$ cat config.mk
export PLATFORM = sky130hd
export DESIGN_NAME = ee_block_erase
export DESIGN_NICKNAME = d
export VERILOG_FILES = /design/src/rtl/ee_pkg.sv /design/src/rtl/ee_region_map.sv /design/src/rtl/ee_query_rom.sv /design/src/rtl/ee_fill_seq.sv /design/src/rtl/ee_block_erase.sv
export SDC_FILE = /design/constraint.sdc
export NUM_CORES = 1
export LEC_CHECK = 0
export BUFFER_PORTS_ARGS = -buffer_cell sky130_fd_sc_hd__buf_2
export CAP_MARGIN = 20
export CORE_MARGIN = 2
export CORE_UTILIZATION = 40
export DETAILED_ROUTE_END_ITERATION = 7
export GPL_TIMING_DRIVEN = 0
export PLACE_DENSITY = 0.67
export SYNTH_ARGS = -nofsm -noshare
export SYNTH_HDL_FRONTEND = slang
export SYNTH_SLANG_ARGS = --single-unit
$ cat constraint.sdc
create_clock -name clk -period 1.5 [get_ports clk]
set_input_delay 0.075 -clock clk [delete_from_list [all_inputs] [get_ports clk]]
set_output_delay 0.075 -clock clk [all_outputs]
set_load 0.01 [all_outputs]
$ cat src/rtl/ee_pkg.sv
package ee_pkg;

   localparam int unsigned EE_MAX_REGIONS = 4;

   typedef int unsigned ee_cfg_t [EE_MAX_REGIONS];

   typedef enum logic {
      EE_IDLE = 1'b0,
      EE_FILL = 1'b1
   } ee_state_e;

endpackage

$ cat src/rtl/ee_region_map.sv
module ee_region_map
   import ee_pkg::*;
#(
   parameter int unsigned ADDR_W      = 12,
   parameter int unsigned NUM_REGIONS = 2,
   parameter ee_cfg_t     REG_BLOCKS  = '{4, 2, 0, 0},
   parameter ee_cfg_t     REG_LOG2    = '{8, 10, 0, 0}
) (
   input  logic [ADDR_W-1:0] offset,
   output logic              hit,
   output logic [ADDR_W-1:0] base,
   output logic [ADDR_W-1:0] last_idx
);

   function automatic ee_cfg_t calc_ends();
      ee_cfg_t     e;
      int unsigned acc;
      acc = 0;
      for (int k = 0; k < EE_MAX_REGIONS; k++) begin
         if (k < NUM_REGIONS) acc = acc + (REG_BLOCKS[k] << REG_LOG2[k]);
         e[k] = acc;
      end
      return e;
   endfunction

   localparam ee_cfg_t ENDS = calc_ends();

   initial begin
      assert (ADDR_W >= 8 && ADDR_W <= 31)
         else $fatal(1, "ADDR_W out of range");
      assert (NUM_REGIONS <= EE_MAX_REGIONS)
         else $fatal(1, "too many regions");
   end

   generate
      if (NUM_REGIONS == 0) begin : g_whole
         // no regions: the whole array is one block
         assign hit      = 1'b1;
         assign base     = '0;
         assign last_idx = '1;
      end else begin : g_regions
         initial begin
            for (int k = 0; k < NUM_REGIONS; k++) begin
               assert (REG_BLOCKS[k] >= 1 && REG_BLOCKS[k] <= 65536)
                  else $fatal(1, "region block count invalid");
               assert (REG_LOG2[k] >= 8 && REG_LOG2[k] <= 23)
                  else $fatal(1, "region block size invalid");
            end
            assert (ENDS[NUM_REGIONS-1] <= (32'd1 << ADDR_W))
               else $fatal(1, "regions exceed device size");
         end

         logic [ADDR_W-1:0] mask;

         // descending scan so the lowest matching region wins
         always_comb begin
            hit  = 1'b0;
            mask = '0;
            for (int k = EE_MAX_REGIONS - 1; k >= 0; k--) begin
               if (k < NUM_REGIONS && 32'(offset) < ENDS[k]) begin
                  hit  = 1'b1;
                  mask = ADDR_W'((32'd1 << REG_LOG2[k]) - 32'd1);
               end
            end
         end

         assign base     = offset & ~mask;
         assign last_idx = mask;
      end
   endgenerate

endmodule

$ cat src/rtl/ee_query_rom.sv
module ee_query_rom
   import ee_pkg::*;
#(
   parameter int unsigned NUM_REGIONS = 2,
   parameter ee_cfg_t     REG_BLOCKS  = '{4, 2, 0, 0},
   parameter ee_cfg_t     REG_LOG2    = '{8, 10, 0, 0},
   parameter int unsigned RIDX_W      = 2
) (
   input  logic [RIDX_W-1:0] region,
   input  logic [1:0]        byte_sel,
   output logic [7:0]        data
);

   logic [31:0] desc [EE_MAX_REGIONS];

   generate
      for (genvar g = 0; g < EE_MAX_REGIONS; g++) begin : g_desc
         localparam logic [15:0] CNT_M1 = (g < NUM_REGIONS) ?
            16'(REG_BLOCKS[g] - 32'd1) : 16'h0000;
         localparam logic [15:0] SZ_PAGES = (g < NUM_REGIONS) ?
            16'((32'd1 << REG_LOG2[g]) >> 8) : 16'h0000;
         // little-endian: count-1 in bytes 0..1, size/256 in bytes 2..3
         assign desc[g] = {SZ_PAGES, CNT_M1};
      end
   endgenerate

   logic [31:0] sel_word;
   assign sel_word = desc[region];

   always_comb begin
      if (32'(region) < NUM_REGIONS) data = sel_word[8*byte_sel +: 8];
      else                           data = 8'h00;
   end

endmodule

$ cat src/rtl/ee_fill_seq.sv
module ee_fill_seq
   import ee_pkg::*;
#(
   parameter int unsigned ADDR_W = 12
) (
   input  logic              clk,
   input  logic              rst_n,
   input  logic              start,
   input  logic              start_err,
   input  logic [ADDR_W-1:0] base,
   input  logic [ADDR_W-1:0] last_idx,
   output logic              busy,
   output logic              we,
   output logic [ADDR_W-1:0] addr,
   output logic              done,
   output logic              err
);

   ee_state_e         state_q;
   logic [ADDR_W-1:0] addr_q;
   logic [ADDR_W-1:0] left_q;
   logic              done_q;
   logic              err_q;

   always_ff @(posedge clk or negedge rst_n) begin
      if (!rst_n) begin
         state_q <= EE_IDLE;
         addr_q  <= '0;
         left_q  <= '0;
         done_q  <= 1'b0;
         err_q   <= 1'b0;
      end else begin
         done_q <= 1'b0;
         err_q  <= 1'b0;
         case (state_q)
            EE_IDLE: begin
               if (start) begin
                  if (start_err) begin
                     done_q <= 1'b1;
                     err_q  <= 1'b1;
                  end else begin
                     addr_q  <= base;
                     left_q  <= last_idx;
                     state_q <= EE_FILL;
                  end
               end
            end
            EE_FILL: begin
               addr_q <= addr_q + 1'b1;
               left_q <= left_q - 1'b1;
               if (left_q == '0) begin
                  state_q <= EE_IDLE;
                  done_q  <= 1'b1;
               end
            end
            default: state_q <= EE_IDLE;
         endcase
      end
   end

   assign busy = (state_q == EE_FILL);
   assign we   = busy;
   assign addr = addr_q;
   assign done = done_q;
   assign err  = err_q;


   addr_step_chk: assert property (@(posedge clk) disable iff (!rst_n)
      (busy && $past(busy)) |-> (addr == $past(addr) + 1'b1));


   fill_end_done_chk: assert property (@(posedge clk) disable iff (!rst_n)
      $fell(busy) |-> (done && !err));


   done_idle_chk: assert property (@(posedge clk) disable iff (!rst_n)
      done |-> !busy);


   err_with_done_chk: assert property (@(posedge clk) disable iff (!rst_n)
      err |-> done);

endmodule

$ cat src/rtl/ee_block_erase.sv
module ee_block_erase
   import ee_pkg::*;
#(
   parameter int unsigned ADDR_W      = 12,
   parameter int unsigned NUM_REGIONS = 2,
   parameter ee_cfg_t     REG_BLOCKS  = '{4, 2, 0, 0},
   parameter ee_cfg_t     REG_LOG2    = '{8, 10, 0, 0},
   localparam int unsigned RIDX_W     = $clog2(EE_MAX_REGIONS)
) (
   input  logic              clk,
   input  logic              rst_n,
   input  logic              req_valid,
   input  logic [ADDR_W-1:0] req_offset,
   output logic              busy,
   output logic              done,
   output logic              err,
   output logic              mem_we,
   output logic [ADDR_W-1:0] mem_addr,
   output logic [7:0]        mem_wdata,
   input  logic [RIDX_W-1:0] qry_region,
   input  logic [1:0]        qry_byte,
   output logic [7:0]        qry_data
);

   logic              hit;
   logic [ADDR_W-1:0] blk_base;
   logic [ADDR_W-1:0] blk_last;
   logic              accept;

   ee_region_map #(
      .ADDR_W      (ADDR_W),
      .NUM_REGIONS (NUM_REGIONS),
      .REG_BLOCKS  (REG_BLOCKS),
      .REG_LOG2    (REG_LOG2)
   ) map_i (
      .offset   (req_offset),
      .hit      (hit),
      .base     (blk_base),
      .last_idx (blk_last)
   );

   assign accept = req_valid && !busy;

   ee_fill_seq #(
      .ADDR_W (ADDR_W)
   ) seq_i (
      .clk       (clk),
      .rst_n     (rst_n),
      .start     (accept),
      .start_err (!hit),
      .base      (blk_base),
      .last_idx  (blk_last),
      .busy      (busy),
      .we        (mem_we),
      .addr      (mem_addr),
      .done      (done),
      .err       (err)
   );

   assign mem_wdata = 8'hFF;

   ee_query_rom #(
      .NUM_REGIONS (NUM_REGIONS),
      .REG_BLOCKS  (REG_BLOCKS),
      .REG_LOG2    (REG_LOG2),
      .RIDX_W      (RIDX_W)
   ) rom_i (
      .region   (qry_region),
      .byte_sel (qry_byte),
      .data     (qry_data)
   );


   busy_ignore_chk: assert property (@(posedge clk) disable iff (!rst_n)
      (busy && req_valid && $past(busy)) |-> (mem_addr == $past(mem_addr) + 1'b1));


   miss_no_fill_chk: assert property (@(posedge clk) disable iff (!rst_n)
      (accept && !hit) |=> (!busy && done && err));

endmodule

==> results.sh, run 1 <==
export IMPL_p_leak_uw=0.000888
export IMPL_p_per_area_nw_per_um2=1440
export IMPL_syn_cell_area_um2=1640
export IMPL_slew_violations=0
export IMPL_grt_pass1_wl_um=5890
export IMPL_setup_tns_ps=0
export IMPL_min_period_ps=1440
export IMPL_final_util=0.518
export IMPL_synth_avg_cell_area_um2=9.51
export IMPL_area_growth_pct=25.9
export IMPL_clock_sinks=27
export IMPL_avgRoutedWirePerCell_um=13.8
export IMPL_portBuffers=29
export IMPL_post_place_cells=262
export IMPL_io_pins=51
export IMPL_hold_viol=0
export IMPL_async_flop_share=1.00
export IMPL_grt_usage=0.167
export IMPL_arrival_ps=1610
export IMPL_ys_ff_latch=27
export IMPL_crit_required_ps=1670
export IMPL_drt_first_pass_iters=4
export IMPL_cap_viol_max_count=0
export IMPL_dominantRegCellSynth="dfrtp_1"
export IMPL_synth_cells=172
export IMPL_vias_per_cell=5.38
export IMPL_crit_type="register to register"
export IMPL_dr_total_vias=1453
export IMPL_ys_types=48
export IMPL_fillers=377
export IMPL_ys_warn_count=0
export IMPL_critPathMaxFanout=8
export IMPL_drc=0
export IMPL_cp_end_kind="register"
export IMPL_fin_total_pwr_uw=2960
export IMPL_hold_path_class="input port to register"
export IMPL_clkLatencyLatePin_ps=270
export IMPL_p_sw_frac=0.424
export IMPL_worst_pin_slew_ps=650
export IMPL_cts_buffers=3
export IMPL_grt_max_degree=28
export IMPL_pwr_share_comb=0.363
export IMPL_seq_area_frac_synth=0.413
export IMPL_fin_skew_ps=4.63
export IMPL_pwr_share_clk=0.140
export IMPL_drive_above_1_share=0.350
export IMPL_antenna_found_initial=0
export IMPL_gp_congestion=0.781
export IMPL_tritoncts="yes"
export IMPL_htree_levels=1
export IMPL_die_x_um=67.9
export IMPL_route_final_wire_length_um=3730
export IMPL_grt_pass1_vias=1249
export IMPL_die_h_um=67.9
export IMPL_setup_viol=0
export IMPL_cts_clk_slew_worst_paths_ps=100
export IMPL_die_area_um2=4620
export IMPL_cts_buffer_depth=2
export IMPL_fmax_mhz=695
export IMPL_pwr_share_seq=0.496
export IMPL_rows=23
export IMPL_fin_cells=270
export IMPL_switching_power_uw=1260
export IMPL_start_kind="register"
export IMPL_cts_root_buf="clkbuf_8"
export IMPL_period_share=0.959
export IMPL_initial_core_util=0.412
export IMPL_maxSlewHeadroom=0.566
export IMPL_dr_first_iter_drc_count=53
export IMPL_fin_hold_ws_ps=214
export IMPL_diodes=0
export IMPL_outcome="finished, final reports clean"
export IMPL_core_area_um2=3970
export IMPL_intPower_uw=1710
export IMPL_dp_hpwl_um=2530
export IMPL_nNetsFinal=244
export IMPL_grt_overflow=0
export IMPL_ir_drop_mv=0.595
export IMPL_synth_edf_count=0
export IMPL_ant_nets=0
## worst max-delay path: stages, from the launching register on
cell and delay [ps]:
dfrtp_2 450, or3b_1 340, buf_2 180, and2_1 160, a21bo_2 200
## sequential cells by signal (all words and copies together) (netlist names)
signal,flops
seq_i.err,1
seq_i.left_q,12
seq_i.addr,12
seq_i.busy,1
seq_i.done,1
## synthesized netlist by cell type (3+ instances only)
cell      instances  area, um2
a211oi_1          6       45.0
nor2_1            8       30.0
nand2_1           9       33.8
nand3_1          10       50.1
and3b_1           3       26.3
a31oi_1           4       25.0
nor4_1            3       18.8
nor3_1            8       40.0
nand4_1           5       31.3
a21oi_1           4       20.0
dfrtp_1          27        676
o211ai_1          3       22.5
o21ai_0           8       40.0
buf_4            14        105
buf_2             3       15.0
inv_1             4       15.0
o31ai_1           6       45.0
ha_1              4       50.1
## path summary, 6_finish.rpt
path	startpoint	to	slack (ps)	cells after the start
setup / recovery	seq_i.busy	seq_i.left_q[10]	60	4
hold / removal	req_valid	seq_i.err	210	2
setup reg to reg	seq_i.busy	seq_i.left_q[10]	60	4
hold reg to reg	seq_i.addr[5]	seq_i.addr[5]	540	1
max in group asynchronous	rst_n	seq_i.addr[4]	720	2
min in group asynchronous	rst_n	seq_i.left_q[7]	350	2
## final cells by class
type                       instances  area [um2]  share of cell area
timing repair buffer              34         185              0.0900
sequential                        27         687               0.334
tap                               50        62.6              0.0304
inverter                           4        15.0             0.00729
multi-input combinational        131         923               0.449
clock buffer                       3        41.3              0.0201
buffer                            20         139              0.0675
clock inverter                     1        5.00             0.00243
## power groups by stage
stage	combinational, uW	sequential, uW	clock (uW)
after floorplan	623	1360	0
after CTS	980	1390	430
final	1080	1470	416
after detailed placement	989	1360	0
after global routing	1220	1520	469
after global placement	966	1360	0
## routing by layer
metal | vias to the layer above | global-route usage | wire [um]
met3 | 2 | 0.0263 | 111
li1 | 724 | - | -
met1 | 704 | 0.235 | 1820
met4 | 0 | 0.0400 | 27
met5 | - | 0 | 0
met2 | 23 | 0.267 | 1780
## cell families (layout without fill, tap and decap cells)
family | Yosys count | count (layout) | share of synthesized area
compound gates | 41 | 41 | 0.175
xor+xnor | 2 | 2 | 0.0107
fa+ha+maj | 4 | 4 | 0.0306
buf+inv | 25 | 62 | 0.0926
flops | 27 | 27 | 0.413
mux | 2 | 2 | 0.0122
other cells | 2 | 13 | 0.00459
simple gates | 69 | 69 | 0.261
## what timing repair did
item	in CTS	in global routing
endpoints found under the hold margin	27	0
buffers inserted	0	4
endpoints found under the setup margin	9	15
resized for setup	6	18
hold buffers	1	0
pin swaps	0	2
## cells in the final DEF (no fill, tap or decap), types with 3 or more instances in the layout
cell type and n:
buf_2 32, o21ai_0 8, a31oi_1 4, dfrtp_2 9, a211oi_1 6, buf_4 18
dfrtp_1 18, inv_1 4, nand4_1 5, o211ai_1 3, a21oi_1 4, nand2_1 9
nand3_1 10, conb_1 13, nor2_1 8, o31ai_1 6, and3b_1 3, nor3_1 6
clkbuf_8 3
## stage by stage
stage          cell area (um2)  setup WS [ps]
5_1_grt                   2060          -31.7
6_report                  2060           61.5
3_3_place_gp              1880           -159
2_1_floorplan             1680           34.6
4_1_cts                   1960          -24.9
3_5_place_dp              1880           -166
(Power assumes the default switching activity.)
==> run 2, diff against run 1 <==
--- a/config.mk
+++ b/config.mk
@@ -11,6 +11,8 @@
 export CORE_UTILIZATION = 40
 export DETAILED_ROUTE_END_ITERATION = 7
 export GPL_TIMING_DRIVEN = 0
+export HOLD_SLACK_MARGIN = 0.06
+export MAX_ROUTING_LAYER = met4
 export PLACE_DENSITY = 0.67
 export SYNTH_ARGS = -nofsm -noshare
 export SYNTH_HDL_FRONTEND = slang
==> run 2 against run 1 <==
Effect of this change: utilization did not move; via count increased by 0.28%; sequential share of layout area did not move; worst hold slack gained 1.5 ps; die area is the same; critical path type unchanged; critical endpoint unchanged.
==> results.sh, run 2 (synthesis results as in run 1) <==
export IMPL_cap_viol_max_count=0
export IMPL_avgRoutedWirePerCell_um=13.9
export IMPL_intPower_uw=1710
export IMPL_rr_worst_depth=4
export IMPL_final_area_um2=2060
export IMPL_cts_buffer_depth=2
export IMPL_grt_usage=0.171
export IMPL_grt_overflow=0
export IMPL_mostFrequentLayoutCell="buf_2"
export IMPL_post_place_cells=262
export IMPL_place_area_um2=1880
export IMPL_cp_end_kind="register"
export IMPL_die_h_um=67.9
export IMPL_io_pins=51
export IMPL_clkLatencyLatePin_ps=270
export IMPL_portBuffers=29
export IMPL_dp_hpwl_um=2530
export IMPL_drc=0
export IMPL_worstReg2RegStart="seq_i.busy"
export IMPL_ir_drop_mv=0.594
export IMPL_cts_buffers=3
export IMPL_crit_type="register to register"
export IMPL_vias_per_cell=5.40
export IMPL_fin_cells=270
export IMPL_grt_pass1_vias=1248
export IMPL_min_period_ps=1440
export IMPL_setup_tns_ps=0
export IMPL_route_final_wire_length_um=3740
export IMPL_maxSlewHeadroom=0.569
export IMPL_hold_viol=0
export IMPL_crit_path_start="seq_i.busy"
export IMPL_clock_sinks=27
export IMPL_ff2ff_setup_slack_ps=60
export IMPL_period_share=0.959
export IMPL_htree_levels=1
export IMPL_initial_core_util=0.412
export IMPL_pwr_share_comb=0.363
export IMPL_antenna_found_initial=0
export IMPL_holdPathEnd="seq_i.err"
export IMPL_r2r_end="seq_i.left_q[10]"
export IMPL_tritoncts="yes"
export IMPL_pwr_share_seq=0.497
export IMPL_grt_pass1_wl_um=5890
export IMPL_arrival_ps=1610
export IMPL_dr_first_iter_drc_count=51
export IMPL_fin_total_pwr_uw=2960
export IMPL_grt_max_degree=28
export IMPL_switching_power_uw=1260
export IMPL_drive_above_1_share=0.350
export IMPL_rows=23
export IMPL_worstHoldStart="req_valid"
export IMPL_p_leak_uw=0.000888
export IMPL_cts_clk_slew_worst_paths_ps=100
export IMPL_fin_skew_ps=4.61
export IMPL_outcome="finished, final reports clean"
export IMPL_worst_pin_slew_ps=645
export IMPL_setup_viol=0
export IMPL_crit_required_ps=1670
export IMPL_start_kind="register"
export IMPL_area_growth_pct=25.9
export IMPL_ant_nets=0
export IMPL_fillers=377
export IMPL_slew_violations=0
export IMPL_core_area_um2=3970
export IMPL_gp_congestion=0.792
export IMPL_die_area_um2=4620
export IMPL_die_x_um=67.9
export IMPL_fmax_mhz=695
export IMPL_nNetsFinal=244
export IMPL_pwr_share_clk=0.140
export IMPL_hold_path_class="input port to register"
export IMPL_p_per_area_nw_per_um2=1440
export IMPL_drt_first_pass_iters=4
export IMPL_mostFrequentLayoutCells="32 x buf_2, 18 x buf_4, 18 x dfrtp_1"
export IMPL_p_sw_frac=0.424
export IMPL_critPathMaxFanout=8
export IMPL_diodes=0
export IMPL_hold_depth=2
export IMPL_cts_root_buf="clkbuf_8"
export IMPL_dr_total_vias=1457
==> run 2: cell counts in the layout (fill, tap and decap cells not counted) <==
No cell type changed its count.
==> run 2: critical path, stage by stage, from the launching register on <==
cell and delay [ps]:
dfrtp_2 450, or3b_1 340, buf_2 180, and2_1 170
a21bo_2 200
==> run 2: routing by layer <==
layer  GRT usage  vias up  routed length (um)
met1       0.235      701                1800
met2       0.267       30                1790
li1            -      724                   -
met4      0.0400        0                  27
met5           -        -                   0
met3      0.0263        2                 132
==> run 2: power by group through the flow <==
stage	logic, uW	registers (uW)	clock network [uW]
CTS	980	1390	430
floorplan	623	1360	0
global placement	966	1360	0
finish	1080	1470	415
global route	1220	1520	469
detailed placement	989	1360	0
==> run 2: stage by stage <==
step	util	setup WS (ps)	hold WS [ps]
2_1_floorplan	-	34.6	-221
3_3_place_gp	0.474	-159	129
3_5_place_dp	0.474	-166	131
4_1_cts	0.493	-24.9	209
5_1_grt	0.518	-31.7	222
6_report	0.518	61.3	216
==> run 2: cell type report <==
class                      instances  area, um2  area share
buffer                            20        139      0.0675
clock buffer                       3       41.3      0.0201
clock inverter                     1       5.00     0.00243
inverter                           4       15.0     0.00729
multi-input combinational        131        923       0.449
sequential                        27        687       0.334
tap                               50       62.6      0.0304
timing repair buffer              34        185      0.0900
==> run 2: how the worst max path moves through the flow <==
stage | slack [ps] | endpoint
after floorplan | 30 | seq_i.left_q[8]
after global placement | -160 | seq_i.left_q[8]
after detailed placement | -170 | seq_i.left_q[8]
after CTS | -20 | seq_i.left_q[11]
after global routing | -30 | seq_i.left_q[4]
final | 60 | seq_i.left_q[10]
==> run 2: repair_timing <==
| item | in CTS | in global routing |
|---|---|---|
| hold endpoints to repair | 27 | 0 |
| setup endpoints to repair | 9 | 15 |
| hold buffers | 1 | 0 |
| gates resized for setup | 6 | 18 |
| setup buffers | 0 | 4 |
| pin swaps | 0 | 2 |
